**src/rtl/vlane_pkg.sv**
```systemverilog
`timescale 1ns/1ps
package vlane_pkg;
  localparam int WW = 66;
  localparam logic [1:0]  CTRL_HDR = 2'b10;
  localparam logic [55:0] TAG_BODY = 56'hC35A963CA5690F;

  // A word is a tag when its header and body match and its lane field is in range.
  function automatic logic is_tag(input logic [WW-1:0] w, input int unsigned nl);
    return (w[65:64] == CTRL_HDR) && (w[63:8] == TAG_BODY) && (32'(w[7:0]) < nl);
  endfunction

  function automatic logic [7:0] tag_lane(input logic [WW-1:0] w);
    return w[7:0];
  endfunction
endpackage

```
**src/rtl/vlane_track.sv**
```systemverilog
`timescale 1ns/1ps
module vlane_track #(
  parameter int NL     = 4,
  parameter int LW     = 2,
  parameter int PERIOD = 16384,
  parameter int ACQ    = 2,
  parameter int LOSS   = 4
) (
  input  logic                 clk,
  input  logic                 rst_n,
  input  logic                 flush,
  input  logic [vlane_pkg::WW-1:0] word,
  input  logic                 valid,
  input  logic                 wlock,
  output logic                 locked,
  output logic [LW-1:0]        lane_id,
  output logic                 drop
);
  localparam int CW = $clog2(PERIOD);
  localparam int HW = $clog2(ACQ + 1);
  localparam int MW = $clog2(LOSS + 1);

  logic [CW-1:0] cnt;
  logic [HW-1:0] hits;
  logic [MW-1:0] misses;
  logic          tag_seen, slot, id_match;
  logic [7:0]    tag_num;

  assign tag_seen = valid && vlane_pkg::is_tag(word, NL);
  assign tag_num  = vlane_pkg::tag_lane(word);
  assign id_match = (tag_num[LW-1:0] == lane_id);
  assign slot     = (cnt == CW'(PERIOD - 1));
  assign drop     = valid && locked && slot;

  always_ff @(posedge clk) begin
    if (!rst_n || flush || !wlock) begin
      locked  <= 1'b0;
      lane_id <= '0;
      cnt     <= '0;
      hits    <= '0;
      misses  <= '0;
    end else if (valid) begin
      if (locked) begin
        if (slot) begin
          cnt <= '0;
          if (tag_seen && id_match) begin
            misses <= '0;
          end else if (misses == MW'(LOSS - 1)) begin
            locked <= 1'b0;
            hits   <= '0;
            misses <= '0;
          end else begin
            misses <= misses + MW'(1);
          end
        end else begin
          cnt <= cnt + CW'(1);
        end
      end else if (tag_seen) begin
        cnt <= '0;
        if (hits != '0 && id_match && slot) begin
          if (hits == HW'(ACQ - 1)) begin
            locked <= 1'b1;
            misses <= '0;
          end
          hits <= hits + HW'(1);
        end else begin
          lane_id <= tag_num[LW-1:0];
          hits    <= HW'(1);
        end
      end else begin
        cnt <= slot ? '0 : cnt + CW'(1);
        if (slot) hits <= '0;
      end
    end
  end
endmodule

```
**src/rtl/vlane_xbar.sv**
```systemverilog
`timescale 1ns/1ps
module vlane_xbar #(
  parameter int NL = 4,
  parameter int LW = 2,
  parameter int WW = 66
) (
  input  logic             clk,
  input  logic             rst_n,
  input  logic             en,
  input  logic [NL*WW-1:0] in_word,
  input  logic [NL-1:0]    in_keep,
  input  logic [NL*LW-1:0] map,
  output logic [NL*WW-1:0] out_word,
  output logic [NL-1:0]    out_valid
);
  for (genvar v = 0; v < NL; v++) begin : g_out
    logic [WW-1:0] sel_word;
    logic          sel_keep;

    always_comb begin
      sel_word = '0;
      sel_keep = 1'b0;
      for (int p = 0; p < NL; p++) begin
        if (map[p*LW +: LW] == LW'(v)) begin
          sel_word = in_word[p*WW +: WW];
          sel_keep = in_keep[p];
        end
      end
    end

    always_ff @(posedge clk) begin
      if (!rst_n) begin
        out_valid[v]          <= 1'b0;
        out_word[v*WW +: WW]  <= '0;
      end else begin
        out_valid[v]          <= en && sel_keep;
        out_word[v*WW +: WW]  <= sel_word;
      end
    end
  end
endmodule

```
**src/rtl/vlane_align.sv**
```systemverilog
`timescale 1ns/1ps
module vlane_align #(
  parameter int NL     = 4,
  parameter int PERIOD = 16384,
  parameter int ACQ    = 2,
  parameter int LOSS   = 4,
  parameter int LW     = $clog2(NL),
  parameter int WW     = vlane_pkg::WW
) (
  input  logic             clk,
  input  logic             rst_n,
  input  logic [NL*WW-1:0] in_word,
  input  logic [NL-1:0]    in_valid,
  input  logic [NL-1:0]    in_wlock,
  output logic [NL*WW-1:0] out_word,
  output logic [NL-1:0]    out_valid,
  output logic [NL-1:0]    am_lock,
  output logic [NL-1:0]    full_lock,
  output logic             aligned,
  output logic [NL*LW-1:0] lane_map
);
  logic [NL-1:0] drop_w;
  logic [NL-1:0] keep_w;
  logic          dup_w;
  logic          flush_w;
  logic          aligned_q;

  for (genvar p = 0; p < NL; p++) begin : g_lane
    vlane_track #(
      .NL(NL), .LW(LW), .PERIOD(PERIOD), .ACQ(ACQ), .LOSS(LOSS)
    ) i_track (
      .clk     (clk),
      .rst_n   (rst_n),
      .flush   (flush_w),
      .word    (in_word[p*WW +: WW]),
      .valid   (in_valid[p]),
      .wlock   (in_wlock[p]),
      .locked  (am_lock[p]),
      .lane_id (lane_map[p*LW +: LW]),
      .drop    (drop_w[p])
    );
  end

  // Two locked lanes claiming one virtual lane make the mapping unusable.
  always_comb begin
    dup_w = 1'b0;
    for (int i = 0; i < NL; i++) begin
      for (int j = i + 1; j < NL; j++) begin
        if (am_lock[i] && am_lock[j] &&
            lane_map[i*LW +: LW] == lane_map[j*LW +: LW])
          dup_w = 1'b1;
      end
    end
  end

  assign aligned   = (&am_lock) && !dup_w;
  assign flush_w   = dup_w || (aligned_q && !aligned);
  assign full_lock = am_lock & in_wlock;
  assign keep_w    = in_valid & ~drop_w;

  always_ff @(posedge clk) begin
    if (!rst_n) aligned_q <= 1'b0;
    else        aligned_q <= aligned;
  end

  vlane_xbar #(.NL(NL), .LW(LW), .WW(WW)) i_xbar (
    .clk       (clk),
    .rst_n     (rst_n),
    .en        (aligned),
    .in_word   (in_word),
    .in_keep   (keep_w),
    .map       (lane_map),
    .out_word  (out_word),
    .out_valid (out_valid)
  );
endmodule

```
**config.mk**
```make
export PLATFORM = sky130hd
export DESIGN_NAME = vlane_align
export DESIGN_NICKNAME = d
export VERILOG_FILES = /design/src/rtl/vlane_pkg.sv /design/src/rtl/vlane_track.sv /design/src/rtl/vlane_xbar.sv /design/src/rtl/vlane_align.sv
export SDC_FILE = /design/constraint.sdc
export NUM_CORES = 1
export LEC_CHECK = 0
export CELL_PAD_IN_SITES_DETAIL_PLACEMENT = 1
export CELL_PAD_IN_SITES_GLOBAL_PLACEMENT = 1
export CORE_ASPECT_RATIO = 1.25
export CORE_MARGIN = 2
export CORE_UTILIZATION = 40
export DETAILED_ROUTE_END_ITERATION = 8
export DONT_BUFFER_PORTS = 1
export HOLD_SLACK_MARGIN = 0.05
export PLACE_DENSITY_LB_ADDON = 0.05
export SYNTH_ARGS = -nofsm -noshare
export SYNTH_HDL_FRONTEND = slang
export SYNTH_SLANG_ARGS = --single-unit
```
**constraint.sdc**
```tcl
create_clock -name clk -period 2.19 [get_ports clk]
set_input_delay 0.219 -clock clk [delete_from_list [all_inputs] [get_ports clk]]
set_output_delay 0.219 -clock clk [all_outputs]
set_load 0.02 [all_outputs]
```
# ---- Yosys cells after proc, flatten, opt, wreduce, memory -nomap -nowiden
# Cells that the tools add are included.
dict set report totals {
  reg_bits 357
  in_bits 274
  output_inout_bits 285
  wordCells 344
}
dict set report classes {
  n_addsub 12
  magnitude_cmp 4
  n_eq_ne 54
  muxes 134
  bitwise 11
  n_reduce_logical 100
}
# operator n
set op_table {}
lappend op_table {{$mux 66} 16}
lappend op_table {{$eq 56x56->1 const B} 4}
lappend op_table {{$mux 14} 12}
lappend op_table {{$mux 3} 28}
lappend op_table {{$add 14x1->14 const B} 4}
lappend op_table {{$eq 14x14->1 const B} 4}
lappend op_table {{$mux 2} 28}
lappend op_table {{$logic_and 1x1->1} 50}
lappend op_table {{$mux 1} 50}
lappend op_table {{$reduce_and 5->1} 8}
lappend op_table {{$reduce_bool 2->1} 20}
lappend op_table {{$lt 8x3->1 const B} 4}
lappend op_table {{$eq 2x2->1 const B} 12}
lappend op_table {{$ne 2x2->1 const B} 12}
lappend op_table {{$eq 2x2->1} 10}
lappend op_table {{$reduce_and 4->1} 5}
lappend op_table {{$eq 2x1->1 const B} 8}
lappend op_table {{$add 3x1->3 const B} 4}
lappend op_table {{$eq 3x2->1 const B} 4}
lappend op_table {{$add 2x1->2 const B} 4}
lappend op_table {{$and 4x4->4} 2}
lappend op_table {{$logic_not 2->1} 4}
lappend op_table {{$not 1->1} 8}
lappend op_table {{$logic_not 1->1} 7}
lappend op_table {{2 further kinds} 7}

# ---- Depth between registers and ports, before layout
dict set report depth {
  ltp_word 15
  depth_mapped 10
  depth_no_buf 7
}

# ---- Hierarchy
# From an unflattened synthesis, not the netlist that was laid out.
dict set report hier_totals {
  hier_cells 2489
  area_unflattened_um2 21450.6
}
# mod instances cells_per_inst area_each_um2 seq_area_each_um2
set modules_own_cells {}
lappend modules_own_cells {vlane_xbar 1 1682 14705.4 5365.1}
lappend modules_own_cells {{vlane_track (g_lane[0].i_track ...)} 3 192 1627.8 440.4}
lappend modules_own_cells {{vlane_track (g_lane[3].i_track)} 1 197 1602.8 440.4}
lappend modules_own_cells {vlane_align 1 34 259.0 20.0}

# ---- Worst setup path after synthesis
# OpenSTA, ideal clock, no wires.
dict set report synth_timing {
  kind {flip-flop to flip-flop}
  from {register g_lane[0].i_track.lane_id[1]}
  to {register g_lane[0].i_track.misses[0]}
  setup_ns 0.069
  t_arrival_ns 2.447
  t_required_ns 2.121
  slack_ns -0.326
  stages_incl_launch_ff 9
  n_path_buf 2
  synth_period_minus_slack_ns 2.516
  path_cell_list {dfxtp_1 buf_4 xor2_1 nor4_1 or4_1 buf_2 or3_4 or4b_1 o21ai_1}
}
dict set report synth_via {
  elab_chain_len 15
  elab_cells_between_ends 28
  classes_between {4 x eq/ne; 9 x mux; 15 x reduce/logical}
}
# element line
set synth_lines {}
lappend synth_lines {{from (decl)} vlane_track.sv:16} ;# output logic [LW-1:0] lane_id,
lappend synth_lines {{from (signal assigned)} vlane_track.sv:67} ;# lane_id <= tag_num[LW-1:0];
lappend synth_lines {{$eq 2x2->1} vlane_align.sv:50} ;# lane_map[i*LW +: LW] == lane_map[j*LW +: LW])
lappend synth_lines {{$logic_and 1x1->1} vlane_align.sv:49} ;# if (am_lock[i] && am_lock[j] &&
lappend synth_lines {{$mux 1 (6 in a row)} vlane_align.sv:49}
lappend synth_lines {{$logic_not 1->1} vlane_align.sv:56} ;# assign aligned = (&am_lock) && !dup_w;
lappend synth_lines {{$logic_and 1x1->1} vlane_align.sv:56}
lappend synth_lines {{$logic_not 1->1} vlane_align.sv:57} ;# assign flush_w = dup_w || (aligned_q && !aligned);
lappend synth_lines {{$logic_and 1x1->1} vlane_align.sv:57}
lappend synth_lines {{$logic_or 1x1->1} vlane_align.sv:57}
lappend synth_lines {{$logic_or 1x1->1 (2 in a row)} vlane_track.sv:36} ;# if (!rst_n || flush || !wlock) begin
lappend synth_lines {{to (signal assigned)} vlane_track.sv:53} ;# misses <= misses + MW'(1);
lappend synth_lines {{to (decl)} vlane_track.sv:25} ;# logic [MW-1:0] misses;
# Parallel ways exist; a longest one is shown, timed or not. The select of a mux whose other input is x is not followed.
# A chain may end at the register's enable or synchronous reset.

# ---- Final worst setup path
dict set report layout_timing {
  from {register g_lane[2].i_track.lane_id[0]}
  to {output aligned}
}
dict set report layout_via {
  elab_chain_len 9
  elab_cells_between_ends 13
  classes_between {3 x eq/ne; 5 x mux; 5 x reduce/logical}
}
# element line
set layout_lines {}
lappend layout_lines {{from (decl)} vlane_track.sv:16}
lappend layout_lines {{from (signal assigned)} vlane_track.sv:67}
lappend layout_lines {{$eq 2x2->1} vlane_align.sv:50}
lappend layout_lines {{$logic_and 1x1->1} vlane_align.sv:49}
lappend layout_lines {{$mux 1 (4 in a row)} vlane_align.sv:49}
lappend layout_lines {{$mux 1 (*)} vlane_align.sv:49}
lappend layout_lines {{$logic_not 1->1 (*)} vlane_align.sv:56}
lappend layout_lines {{$logic_and 1x1->1 (*)} vlane_align.sv:56}
lappend layout_lines {{to (decl)} vlane_align.sv:19} ;# output logic aligned,
# Mark *: on every way between the ends. The rest lies on a longest branch, timed or not.

==> results.txt <==
* Status: finished with violations
- Violations in the final reports: negative setup slack
- Post-detail-place hpwl: approximately 78 mm
* Met3 capacity usage during global routing: 0.1318
* DRC violation count after routing: 0
- Shortest clock period the worst path allows after layout: 2622 ps
- For this run, the top clock speed supported by timing is 381.4 MHz.
- After floorplanning, the core was sized to cover 49190 um^2.
* Fraction of power consumed by combinational cells: 0.077
* Residual overflow from global routing: 0
* Flip-flop and latch count after synthesis: 357
* Area used by sequential logic in the layout: 7169 um^2
* Detailed-route vias per instance: 7.012
- Global routing usage summed across all routing layers: 0.4484
* Mean instance size in the synthesized netlist: 7.499 um^2
* Floorplan die width: 203.2 um
- The detail route stage leaves a number of antenna-violating nets equal to 0.
- Slew of the pin with the lowest slew margin: 953.0 ps
- Setup clock skew after layout: 20.13 ps
* Number of synthesis warnings: 0
- Area occupied by multi-input gates: 12290 um^2
- At the worst endpoint, the required time is 1970 ps.
* Clock transition at the registers of the reported paths: 70 ps
- The analysis attributes to net switching a power of 0.003793 W.
- Slew Limit Fails: 0
* Post-synthesis net count: 2936
- Of the total power, registers draw 0.444.
* Clock tree from TritonCTS: yes
- Leaving out fill and tap cells, the most frequent cell in the layout is nor2_1.
- Hold Vio Cnt, Final: 0
- Worst slack on hold paths: 16.25 ps
- Setup repair after global routing missed its margin: yes
* Nature of the critical path startpoint: register
- Hold/Removal Path Class: input port to register
- Internal: 0.01126 W
* Synthesized cell area: 19840 um^2
- Setup violators final: 77
- Final layout net count: 3224
- Number of antenna violations at the first check in global routing: 15
- Once placement finished, the instance area stood at 21940 um^2.
- Across all layers, the routed design uses 25500 vias.
- Sequential element share of the synthesized area: 0.3602
* Router iterations before antenna repair: 8
* Switching part of the total: 0.2519
* Clock sinks: 357
- Total Die Area: 51420 um^2
- The first global-routing pass estimated ~170 mm of wire.
- Number of levels the H-tree was split into: 2
- The critical path goes through buf_4 -> xor2_1 -> nor4_1 -> nor2_1 -> or4b_4 -> buf_6 -> nor2_4 -> buf_6.
- The cell that appears most often on the critical path is buf_6.
* Clock insertion delay at the later pin of the skew report: slightly below 600 ps
- The critical path in this run is classified as register to primary output.
- Entering global routing, the biggest net connects 96 pins.
- The number of global-route vias before repair is 25140.
* Final cycle utilization of the critical path: 1.197
- Together, buffers and inverters on the worst path number 3.
- Effective utilization at floorplan: 0.4034
- DR WL/cell: around 33 um
- Fillcell total: a little under 6000
- Ports placed on the boundary: 559
- In this run the power density over the cells is between 500 and 600 nW/um^2.
- Final setup slack of the worst path: -432.2 ps
- The synthesized netlist contains 69 unique library cells.
* Met2 usage in global routing: 0.7186
* Cell class contributing the biggest share of worst-path delay: simple AND/OR/NAND/NOR gates
- The area growth from synthesis to layout is 34.90%.
* Max incr delay on CP: a little under 600 ps
- Global placer's final weighted congestion: about 0.93
- The routed design has roughly 120 mm of wire.
- Maximum clock insertion buffer count: 3
* Std cell rows: 91
* Clock share of power: 0.479
- Die outline height: 253.0 um
- The slowest stage of the critical path is the nor4_1 cell.
- Met1 track utilization from global routing: 0.5216
- The worst pin sits at a relative slew slack of 0.3557.
- Final design area excluding fillers: approximately 27000 um^2
- The global routing stage identified its most utilized layer as met2.
- The synthesized design contains 0 enable-type register cells.
- Commonest non-fill, non-tap cells in the layout: 565 x nor2_1, 349 x dfxtp_1, 290 x a21oi_1
* Max-capacitance violation count: 0
- Data on the critical path arrives at its endpoint at 2400 ps.
* Proportion of layout cells with a drive suffix above 1: 0.1455
- Post-synthesis async set-or-reset flop share: 0
* Post-layout total power: 0.01505 W
* Iteration-0 DRC Markers: 2810
- The worst setup path is captured at a primary output.
- During placement, the flow inserted port buffers numbering 0.
* Crit Path Max Fanout: 3
- IR Drop Worst-Case VDD: about 0.57 mV
- Timing analysis after detailed placement gives a worst setup slack of -657.6 ps.
- For this run, the share of the core covered by cells in the final layout is 0.5442.
* Top FF cell, synth: dfxtp_1
- Clock tree synthesis selected as its root buffer the cell clkbuf_16.
- Summed over all cells, the static leakage comes to 9.436 nW.
- Synthesis handed over a netlist of 2646 instances.
- TritonCTS Buffers: 40
power by group through the flow:
stage          Sequential, W  Combinational, W  Clock, W
2_1_floorplan        0.00681          0.000307         0
3_3_place_gp         0.00683          0.000438         0
3_5_place_dp         0.00683          0.000441         0
4_1_cts              0.00668           0.00109   0.00722
5_1_grt              0.00668           0.00118   0.00749
6_report             0.00668           0.00115   0.00722
worst paths after layout:
| path | from | to | slack (ps) | depth (start not counted) |
|---|---|---|---|---|
| min | in_valid[0] | g_lane[0].i_track.cnt[8]$_SDFFE_PP0P_ | 20 | 3 |
| max reg2reg | g_lane[2].i_track.lane_id[0]$_SDFFE_PP0P_ | g_lane[3].i_track.misses[1]$_SDFFE_PP0P_ | -330 | 11 |
| max | g_lane[2].i_track.lane_id[0]$_SDFFE_PP0P_ | aligned | -430 | 8 |
| min reg2reg | g_lane[2].i_track.misses[2]$_SDFFE_PP0P_ | g_lane[2].i_track.misses[2]$_SDFFE_PP0P_ | 460 | 1 |
state kept, by name, indices dropped and copies added, names as in the netlist:
register	cells
g_lane.i_track.lane_id	8
g_lane.i_track.cnt	56
g_lane.i_track.misses	12
i_xbar.out_word	264
g_lane.i_track.locked	4
g_lane.i_track.hits	8
i_xbar.out_valid	4
aligned_q	1
synthesized netlist by cell type, drive strengths merged, types with 25 or more instances:
master	n	area, um^2
buf	50	234.0
a31oi	30	187.7
a211oi	134	1006
clkbuf	197	739.5
nand4	57	356.6
dfxtp	357	7147
nand3	43	215.2
nor3	161	820.8
nand2	77	289.0
a221oi	137	1200
nor4	25	162.6
nor2	581	2181
a21oi	311	1556
a22oi	133	998.5
or4	33	247.7
inv	28	105.1
cell families (layout without fill, tap and decap cells):
family | Yosys count | count (layout) | synth area share
AND/OR/NAND/NOR | 1154 | 1154 | 0.2854
buffers and inverters | 275 | 592 | 0.05435
AO/OA/AOI/OAI | 805 | 805 | 0.2723
XOR/XNOR | 32 | 32 | 0.01412
other | 0 | 22 | 0
adder cells (fa/ha/maj) | 16 | 16 | 0.01009
multiplexers | 7 | 7 | 0.003594
flip-flops | 357 | 357 | 0.3602
timing repair:
| action | in CTS | in global routing |
|---|---|---|
| endpoints found under the hold margin | 330 | 0 |
| pin swaps | 20 | 17 |
| hold buffers | 251 | 0 |
| setup endpoints to repair | 69 | 140 |
| resized for setup | 70 | 64 |
| buffers inserted | 9 | 13 |
| gates cloned | 3 | 0 |
area by class of cell:
type,instances,share of cell area
timing repair buffer,493,0.1860
tap,651,0.03043
multi-input combinational,2014,0.4591
inverter,28,0.004207
sequential,357,0.2678
antenna,22,0.002057
clock buffer,57,0.04356
clock inverter,14,0.006871
routing by layer:
metal  share of wire  wire (um)  vias up
li1                -          -    10460
met1            0.36      43600    12450
met2            0.45      54130     1959
met3            0.11      13100      625
met4           0.081       9794        4
met5         0.00025         30        -
per-stage QoR:
step | std cells | setup TNS, ps
2_1_floorplan | 2646 | -978.4
3_3_place_gp | 3269 | -18260
3_5_place_dp | 3269 | -22340
4_1_cts | 3603 | -2959
5_1_grt | 3630 | -15500
6_report | 3636 | -10280
worst reg2reg max path, cell delays in order (launching register included):
cell     delay, ps
dfxtp_2        350
buf_4          140
xor2_1         150
nor4_1         590
or4_4          290
buf_6          120
buf_4          110
buf_6           90
nor3_2          30
buf_4          160
and2_1         150
mux2_4         260
No activity file was read; power rests on OpenSTA's default activity.
